### config.mk
export PLATFORM = sky130hd
export DESIGN_NAME = gpio_port_ctl
export DESIGN_NICKNAME = d
export VERILOG_FILES = /design/src/rtl/gpio_port_pkg.sv /design/src/rtl/gpio_pin_sync.sv /design/src/rtl/gpio_lane_ctl.sv /design/src/rtl/gpio_port_ctl.sv
export SDC_FILE = /design/constraint.sdc
export NUM_CORES = 1
export LEC_CHECK = 0
export CAP_MARGIN = 40
export CORE_AREA = 5 5 89 74
export DETAILED_ROUTE_END_ITERATION = 16
export DIE_AREA = 0 0 94 79
export PLACE_DENSITY = 0.78
export SLEW_MARGIN = 20
export SYNTH_ARGS = -nofsm -noshare
export SYNTH_HDL_FRONTEND = slang
export SYNTH_SLANG_ARGS = --single-unit
### constraint.sdc
create_clock -name clk -period 1.4 [get_ports clk]
set_clock_uncertainty 0.2 [all_clocks]
set_input_delay 0.42 -clock clk [delete_from_list [all_inputs] [get_ports clk]]
set_output_delay 0.42 -clock clk [all_outputs]
set_load 0.02 [all_outputs]
### src/rtl/gpio_port_pkg.sv
package gpio_port_pkg;
  localparam int unsigned LANES      = 2;
  localparam int unsigned LANE_W     = 8;
  localparam int unsigned PINS       = LANES * LANE_W;
  localparam int unsigned SYNC_STAGE = 2;

  // Drive enable: output direction and not released.
  function automatic logic drive_en(input logic dir_in, input logic hiz);
    return (~dir_in) & (~hiz);
  endfunction

  // Readback: inputs show the (optionally inverted) level, outputs show the stored level.
  function automatic logic readback(input logic dir_in, input logic lvl,
                                    input logic inv, input logic pin);
    return dir_in ? (pin ^ inv) : lvl;
  endfunction

  // Pull-up goes to the pad only for input pins.
  function automatic logic pull_en(input logic dir_in, input logic req);
    return dir_in & req;
  endfunction
endpackage

### src/rtl/gpio_pin_sync.sv
module gpio_pin_sync #(
  parameter int unsigned WIDTH  = 16,
  parameter int unsigned STAGES = 2
) (
  input  logic             clk,
  input  logic             rst_n,
  input  logic [WIDTH-1:0] d_async,
  output logic [WIDTH-1:0] q_sync
);
  logic [WIDTH-1:0] chain [STAGES];

  always_ff @(posedge clk or negedge rst_n) begin
    if (!rst_n) begin
      for (int i = 0; i < int'(STAGES); i++) chain[i] <= '0;
    end else begin
      chain[0] <= d_async;
      for (int i = 1; i < int'(STAGES); i++) chain[i] <= chain[i-1];
    end
  end

  assign q_sync = chain[STAGES-1];
endmodule

### src/rtl/gpio_lane_ctl.sv
module gpio_lane_ctl
  import gpio_port_pkg::*;
#(
  parameter int unsigned W = 8
) (
  input  logic [W-1:0] dir_in,
  input  logic [W-1:0] lvl,
  input  logic [W-1:0] hiz,
  input  logic [W-1:0] inv,
  input  logic [W-1:0] pull,
  input  logic [W-1:0] pin_sync,
  output logic [W-1:0] oe,
  output logic [W-1:0] dout,
  output logic [W-1:0] pu,
  output logic [W-1:0] rd
);
  for (genvar k = 0; k < int'(W); k++) begin : g_pin
    assign oe[k]   = drive_en(dir_in[k], hiz[k]);
    assign dout[k] = lvl[k];
    assign pu[k]   = pull_en(dir_in[k], pull[k]);
    assign rd[k]   = readback(dir_in[k], lvl[k], inv[k], pin_sync[k]);
  end
endmodule

### src/rtl/gpio_port_ctl.sv
module gpio_port_ctl
  import gpio_port_pkg::*;
(
  input  logic          clk,
  input  logic          rst_n,
  input  logic [PINS-1:0] cfg_dir,
  input  logic [PINS-1:0] cfg_lvl,
  input  logic [PINS-1:0] cfg_hiz,
  input  logic [PINS-1:0] cfg_inv,
  input  logic [PINS-1:0] cfg_pull,
  input  logic [PINS-1:0] pad_in,
  output logic [PINS-1:0] pad_oe,
  output logic [PINS-1:0] pad_out,
  output logic [PINS-1:0] pad_pu,
  output logic [LANE_W-1:0] rd_lane0,
  output logic [LANE_W-1:0] rd_lane1
);
  logic [PINS-1:0] pin_sync;
  logic [PINS-1:0] rd_all;
  logic [PINS-1:0] oe_raw;

  gpio_pin_sync #(.WIDTH(PINS), .STAGES(SYNC_STAGE)) u_sync (
    .clk(clk), .rst_n(rst_n), .d_async(pad_in), .q_sync(pin_sync)
  );

  for (genvar l = 0; l < int'(LANES); l++) begin : g_lane
    gpio_lane_ctl #(.W(LANE_W)) u_lane (
      .dir_in  (cfg_dir [l*LANE_W +: LANE_W]),
      .lvl     (cfg_lvl [l*LANE_W +: LANE_W]),
      .hiz     (cfg_hiz [l*LANE_W +: LANE_W]),
      .inv     (cfg_inv [l*LANE_W +: LANE_W]),
      .pull    (cfg_pull[l*LANE_W +: LANE_W]),
      .pin_sync(pin_sync[l*LANE_W +: LANE_W]),
      .oe      (oe_raw  [l*LANE_W +: LANE_W]),
      .dout    (pad_out [l*LANE_W +: LANE_W]),
      .pu      (pad_pu  [l*LANE_W +: LANE_W]),
      .rd      (rd_all  [l*LANE_W +: LANE_W])
    );
  end

  // Drive is held off while reset is asserted.
  assign pad_oe   = rst_n ? oe_raw : '0;
  assign rd_lane0 = rd_all[LANE_W-1:0];
  assign rd_lane1 = rd_all[PINS-1:LANE_W];
endmodule

Word level (Yosys, flattened, before mapping)
Cells that the tools add are included.
- bits in read-only memories: 0
- logic and storage cells: 99
- bits of input ports: 98
- memory bits (writable): 0
- memories: 0
- register bits after elaboration: 32
- bits in latches: 0
- multiply operators: 0
- bitwise logic cells: 80
- shifts and indexed selects: 0
- add/subtract/negate cells: 0
- eq/ne operators: 0
- magnitude comparators: 0
- reduce and logical (&&, ||, !) cells: 0
- mux-type cells: 17
- divide/modulo/power cells: 0
- operator list (kind ; number):
    $and 1x1->1 ; 32
    $not 1->1 ; 32
    $mux 1 ; 16
    $mux 16 ; 1
    $xor 1x1->1 ; 16

Depth between registers and ports, before layout
Gate-level depths: netlist of the first run.
- depth after elaboration: 3
- mapped depth: 2
- gate-level depth less buffers: 2

Cells and area by module
Synthesis of the first run repeated with hierarchy kept, for this count alone.
- cell total of the unflattened synthesis: 161
- area, all modules: 1607.8 um2
- modules (own cells, without submodules) (module ; sequential area each (um2) ; area an instance (um2) ; cells each ; instances):
    gpio_pin_sync ; 800.8 ; 920.9 ; 48 ; 1
    gpio_lane_ctl ; 0.0 ; 280.3 ; 48 ; 2
    gpio_port_ctl ; 0.0 ; 126.4 ; 17 ; 1

Least setup slack after synthesis of the first run
Ideal clock, no wire load.
- kind: input -> output
- start: in cfg_inv[0]
- end: out rd_lane0[0]
- arrival time: 0.893 ns
- required time: 0.780 ns
- path buffers: 0
- setup slack: -0.113 ns
- cell stages on the path: 2
- path through: xnor2_1 -> a21oi_1
- cells in the longest elaborated chain, start to end: 2
- RTL lines (what ; RTL line ; source):
    start: declaration ; gpio_port_ctl.sv:9 ; input logic [PINS-1:0] cfg_inv,
    $xor 1x1->1 ; gpio_port_pkg.sv:15 ; return dir_in ? (pin ^ inv) : lvl;
    $mux 1 ; gpio_port_pkg.sv:15 ;
    end: declaration ; gpio_port_ctl.sv:15 ; output logic [LANE_W-1:0] rd_lane0,
Every way passes these cells.

Worst setup path after layout of the first run
- start: in cfg_inv[5]
- end: out rd_lane0[5]
Same word-level chain as after synthesis.

==> flow_metrics.py, run 1 <==
metrics = {
    "route": {
        "drc": 0,
        "drt-vias-per-instance": 4.22,
        "wl_per_cell_microns": 15.9,
        "drt_initial_violations": 14,
        "total_wire_length_after_detailed_routing_mm": 6.20,
        "routed-via-count": 1642,
        "detailedRoute.firstPassIterationCount": 2,
        "drt.antenna.violating_nets": 0,
    },
    "yosys": {
        "synth_warnings": 0,
        "synth_top_area_frac": 0.529,
        "ys_types": 8,
        "syn_avg_cell_area_sq_um": 11.7,
        "netlist.top_cell.by_area": "dfrtp_1",
        "postSynthRegisterBits": 32,
        "ys_seq_area_frac": 0.529,
        "syn-instance-count": 129,
        "post_synth_main_area_contributors": "dfrtp_1, nor3b_2, xnor2_1",
        "synthesis.area_sq_um": 1510,
        "syn-num-nets": 227,
    },
    "power": {
        "p_leak_nw": 1.84,
        "worst_ir_drop_vdd_mv": 0.433,
        "power.density_cell_area_nw_per_um2": 728,
    },
    "global_routing": {
        "grt_pass1_vias": 1869,
        "grt_use_total": 0.167,
        "global_route_wire_length_before_repair_mm": 9.31,
        "largest_net_degree_at_the_start_of_global_routing": 12,
        "grt_antenna_before_repair": 0,
        "grt_overflow": 0,
    },
    "setup_path": {
        "critPathMaxFanout": 1,
        "critical_path_arrival_ns": 1.13,
        "worst_r2r_path_depth": 0,
        "endpoint_required_time_on_the_critical_path_ns": 0.78,
        "reg_to_reg_critical_path_startpoint": "u_sync.chain[25]$_DFF_PN0_",
        "crit_end": "rd_lane0[5]",
        "rr_endpoint": "u_sync.q_sync[9]$_DFF_PN0_",
        "setup.reg_to_reg.worst_slack_ns": 0.71,
        "startpoint": "cfg_inv[5]",
        "critical_path_startpoint_category": "primary input",
        "critical_path_class": "primary input to output port",
        "setup.worst_path.end_class": "output port",
    },
    "cts": {
        "ctsLongestPathBuffers": 2,
        "total_number_of_h_tree_levels": 2,
        "ctsRootBufferMaster": "clkbuf_8",
        "cts.reportedPaths.clkPinSlew_ns": 0.06,
        "clock_latency_ns": 0.28,
        "tritoncts.num_buffers": 5,
        "tritoncts": "done",
        "cts_sinks": 32,
    },
    "die": {
        "area_of_the_die_sq_um": 7430,
        "die-width_microns": 94,
        "floorplan.initialDensity": 0.266,
        "chipHeight_microns": 79,
        "core_ar_sq_um": 5690,
        "placement_rows": 25,
        "ioPinCount": 162,
    },
    "timing": {
        "final.min_clock_period_ns": 1.75,
        "finalHoldViolations": 0,
        "postLayoutSetupSlackWorst_ns": -0.350,
        "setup_violations": 36,
        "tightestPinTransition_ns": 0.196,
        "timing.final.crit_share": 1.25,
        "final.hold.worst_slack_ns": 0.148,
        "unrepaired_setup_endpoints_after_global_routing": "true",
        "worst_slew_margin_rel": 0.869,
        "fmax_ghz": 0.571,
        "setup_tns_final_ns": -8.30,
        "final_max_slew_viol_count": 0,
    },
    "layout": {
        "n_fill_cell": 383,
        "drive_above_1_share": 0.721,
        "num-nets-final": 405,
        "postLayoutCoreUtil": 0.729,
        "synthToLayoutAreaGrowth_pct": 174,
        "antenna_cells_inserted": 0,
    },
    "run_status": {
        "run_status": "complete, but fails checks",
        "failed_checks": "setup timing",
    },
    "hold_path": {
        "path_type_of_the_worst_min_delay_path": "flip-flop to flip-flop",
        "holdPathStages": 0,
    },
    "placement": {
        "buffer_ports.inserted": 161,
        "detailed_place_hpwl_mm": 4.70,
        "gp_congestion": 0.720,
    },
    "flow_run": {
        "cap_viol_max_count": 0,
    },
}
## registers in the layout, summed over array words and instances, names as in the netlist
name and count:
u_sync.chain 16, u_sync.q_sync 16
## cell families after synthesis
family | synth area share
AO/OA/AOI/OAI | 0.0529
XOR/XNOR | 0.0926
buffers and inverters | 0.0869
flip-flops | 0.529
AND/OR/NAND/NOR | 0.238
## critical path, stage by stage
cell and delay [ns]:
dlygate4sd2_1 0.29, xnor2_4 0.16, a21oi_4 0.13, buf_6 0.13
## synthesized netlist by cell type
| library cell | instances |
|---|---|
| a21oi_1 | 16 |
| and2_1 | 16 |
| buf_4 | 16 |
| buf_6 | 1 |
| dfrtp_1 | 32 |
| nor2_1 | 16 |
| nor3b_2 | 16 |
| xnor2_1 | 16 |
## metal layers
metal | GRT usage | vias up | part of all wire
met1 | 0.164 | 761 | 0.30
met4 | 0.0346 | 0 | 0.0086
met2 | 0.298 | 112 | 0.53
met3 | 0.103 | 6 | 0.16
li1 | - | 763 | -
met5 | 0 | - | 0
## report_power, final
part           internal (mW)  switching, mW
clock                  0.526          0.325
sequential             0.972         0.0383
combinational          0.704          0.459
## stage by stage
| step | power [mW] | std cells | area, sq um | worst slack, ns |
|---|---|---|---|---|
| global placement | 2.07 | 376 | 3720 | -1.07 |
| finish | 3.02 | 389 | 4150 | -0.350 |
| detailed placement | 2.09 | 376 | 3720 | -1.08 |
| CTS | 3.02 | 389 | 4010 | -0.366 |
| global route | 3.18 | 389 | 4150 | -0.411 |
| floorplan | 1.47 | 129 | 1970 | -0.0522 |
## final cells by class
cell class              count  area (sq um)  area share
clock inverters             3          42.5      0.0102
flip-flops and latches     32           805       0.194
clock buffers               5          68.8      0.0166
well taps                  81           101      0.0244
multi-input cells          80          1150       0.277
repair buffers            188          1990       0.478
## worst min path at each step
stage                                          start  slack [ns]                     endpoint
after floorplan                                rst_n       -0.08   u_sync.chain[16]$_DFF_PN0_
after global placement    u_sync.chain[19]$_DFF_PN0_        0.13   u_sync.q_sync[3]$_DFF_PN0_
after global routing      u_sync.chain[27]$_DFF_PN0_        0.16  u_sync.q_sync[11]$_DFF_PN0_
final                     u_sync.chain[27]$_DFF_PN0_        0.15  u_sync.q_sync[11]$_DFF_PN0_
after CTS                 u_sync.chain[27]$_DFF_PN0_        0.15  u_sync.q_sync[11]$_DFF_PN0_
after detailed placement  u_sync.chain[31]$_DFF_PN0_        0.14  u_sync.q_sync[15]$_DFF_PN0_
## placed cells by master (no fill, tap or decap)
master and instances:
clkinvlp_4 1, a21oi_4 15, buf_6 77, buf_16 2
nor2_1 4, buf_8 13, xnor2_4 15, nor3b_2 9
bufinv_16 1, dfrtp_1 29, nor2_2 12, clkinv_2 1
xnor2_1 1, a21oi_2 1, and2_4 16, clkdlybuf4s15_2 1
dlygate4sd2_1 9, clkdlybuf4s50_1 16, dfrtp_2 3, clkbuf_8 5
buf_4 29, nor3b_4 7, clkdlybuf4s15_1 26, clkbuf_2 8
buf_2 2, dlygate4sd3_1 1, buf_12 4
## what timing repair did
| action | 4_1_cts | 5_1_grt |
|---|---|---|
| hold buffers | 1 | 0 |
| buffers inserted | 2 | 0 |
| endpoints found under the setup margin | 64 | 56 |
| cloned | 2 | 0 |
| pin swaps | 33 | 20 |
| resized for setup | 660 | 46 |
| hold endpoints to repair | 2 | 0 |
Power figures use the tool's default switching activity.
==> run 2, diff against run 1 <==
==> constraint.sdc (replaced) <==
create_clock -name clk -period 1.8 [get_ports clk]
set_clock_uncertainty 0.2 [all_clocks]
set_input_delay 0.54 -clock clk [delete_from_list [all_inputs] [get_ports clk]]
set_output_delay 0.54 -clock clk [all_outputs]
set_load 0.02 [all_outputs]
==> run 2 against run 1 <==
  * Global-route usage is 3.1 points lower
  * Largest power group is now registers
  * Clock power decreased by 15%
  * Critical path depth unchanged
  * Total power is 30% lower
  * Sequential power fell by 24%
  * Clock-buffer cell count increased by 2
  * Combinational power is 46% lower
  * Worst hold slack lost 0.020 ns
  * The flow still finishes with violations (setup timing)
  * Flip-flop and latch count did not move
  * Register-to-register slack gained 0.41 ns
  * Via count decreased by 6.6%
==> flow_metrics.py, run 2 (same netlist as run 1, synthesis figures left out) <==
metrics = {
    "cts": {
        "tritoncts.num_buffers": 5,
        "ctsRootBufferMaster": "clkbuf_8",
        "ctsLongestPathBuffers": 2,
        "count_of_hold_buffers_inserted_by_post_cts_repair": 0,
        "tritoncts": "done",
        "cts.reportedPaths.clkPinSlew_ns": 0.06,
        "cts_sinks": 32,
        "total_number_of_h_tree_levels": 2,
        "clock_latency_ns": 0.27,
    },
    "placement": {
        "post_dp_area_sq_um": 3160,
        "dpl_worst_slack_ns": -0.896,
        "place.detailed.instances": 362,
        "gp_congestion": 0.722,
        "buffer_ports.inserted": 161,
        "detailed_place_hpwl_mm": 4.32,
    },
    "layout": {
        "drive_above_1_share": 0.497,
        "post_layout_nonfiller_instances": 377,
        "synthToLayoutAreaGrowth_pct": 116,
        "num-nets-final": 393,
        "antenna_cells_inserted": 0,
        "multiInputGateArea_sq_um": 661,
        "fin_area_sq_um": 3260,
        "mostFrequentLayoutCell": "buf_4",
        "most-common-layout-cells": "buf_4, buf_2, clkdlybuf4s15_1, dfrtp_1, buf_6",
        "n_fill_cell": 508,
        "postLayoutCoreUtil": 0.573,
        "sequential_cell_area_sq_um": 801,
    },
    "global_routing": {
        "grt_overflow": 0,
        "met1_usage": 0.135,
        "global_route_wire_length_before_repair_mm": 7.80,
        "met2_usage": 0.257,
        "grtUsageMet3": 0.0653,
        "largest_net_degree_at_the_start_of_global_routing": 11,
        "grt_antenna_before_repair": 0,
        "grt_pass1_vias": 1683,
        "grt_use_total": 0.135,
        "grt_most_used_layer": "met2",
    },
    "die": {
        "placement_rows": 25,
        "die-width_microns": 94,
        "area_of_the_die_sq_um": 7430,
        "chipHeight_microns": 79,
        "core_ar_sq_um": 5690,
        "floorplan.initialDensity": 0.266,
        "ioPinCount": 162,
    },
    "setup_path": {
        "setup.reg_to_reg.worst_slack_ns": 1.12,
        "critical_path_startpoint_category": "primary input",
        "endpoint_required_time_on_the_critical_path_ns": 1.06,
        "critical_path_class": "primary input to output port",
        "critPathMaxFanout": 6,
        "setup.worst_path.end_class": "output port",
        "critical_path_arrival_ns": 1.12,
    },
    "flow_run": {
        "cap_viol_max_count": 0,
    },
    "timing": {
        "setup_tns_final_ns": -0.550,
        "postLayoutSetupSlackWorst_ns": -0.0551,
        "setup_violations": 23,
        "unrepaired_setup_endpoints_after_global_routing": "true",
        "final_max_slew_viol_count": 0,
        "worst_slew_margin_rel": 0.863,
        "final.min_clock_period_ns": 1.86,
        "final.hold.worst_slack_ns": 0.128,
        "tightestPinTransition_ns": 0.206,
        "fmax_ghz": 0.539,
        "finalHoldViolations": 0,
        "timing.final.crit_share": 1.03,
    },
    "power": {
        "p_leak_nw": 1.53,
        "worst_ir_drop_vdd_mv": 0.357,
        "overall_power_mw": 2.12,
        "power.density_cell_area_nw_per_um2": 649,
    },
    "run_status": {
        "run_status": "complete, but fails checks",
        "failed_checks": "setup timing",
    },
    "hold_path": {
        "path_type_of_the_worst_min_delay_path": "primary input to async pin",
    },
    "route": {
        "drt.antenna.violating_nets": 0,
        "drc": 0,
        "wl_per_cell_microns": 13.7,
        "detailedRoute.firstPassIterationCount": 4,
        "drt_initial_violations": 22,
        "total_wire_length_after_detailed_routing_mm": 5.18,
        "routed-via-count": 1534,
        "drt-vias-per-instance": 4.07,
    },
}
## run 2: changes by cell type in the layout (fill, tap and decap cells not counted), moves of 6 or more
cell	before	now
nor2_1	4	16
buf_4	29	36
buf_2	2	32
clkdlybuf4s15_2	1	10
buf_6	77	23
a21oi_4	15	0
a21oi_1	0	15
buf_8	13	1
clkbuf_2	8	2
clkdlybuf4s15_1	26	32
dlygate4sd2_1	9	20
nor2_2	12	0
xnor2_4	15	0
xnor2_1	1	14
## run 2: worst max-delay path: stages
cell,delay [ns]
buf_12,0.11
buf_12,0.12
nor3b_4,0.19
buf_6,0.14
## run 2: where the power goes
part	internal, mW	leakage [nW]	switching, mW
sequential	0.756	0.373	0.0141
clock	0.488	0.0645	0.236
combinational	0.352	1.09	0.272
total	1.60	1.53	0.522
## run 2: path summary, 6_finish.rpt
path,cells after the start,from,to
worst min-delay path,3,rst_n,u_sync.q_sync[4]$_DFF_PN0_
worst min register to register,0,u_sync.chain[27]$_DFF_PN0_,u_sync.q_sync[11]$_DFF_PN0_
worst max register to register,0,u_sync.chain[29]$_DFF_PN0_,u_sync.q_sync[13]$_DFF_PN0_
min in group clk,0,u_sync.chain[27]$_DFF_PN0_,u_sync.q_sync[11]$_DFF_PN0_
worst max-delay path,4,rst_n,pad_oe[11]
max in group asynchronous,5,rst_n,u_sync.chain[26]$_DFF_PN0_
## run 2: area by class of cell
class,instances,share of cell area
repair buffers,176,0.483
multi-input cells,80,0.202
flip-flops and latches,32,0.245
clock buffers,7,0.0295
well taps,81,0.0310
clock inverters,1,0.00920
## run 2: timing repair
action	in CTS	in global routing
setup endpoints to repair	64	39
gates cloned	1	1
buffers inserted	2	3
gates resized for setup	511	19
pin swaps	63	10
## run 2: per-layer routing
metal	vias to the layer above	routed length (microns)
li1	738	-
met1	708	1840
met2	88	2710
met3	0	631
met4	0	0
met5	-	0
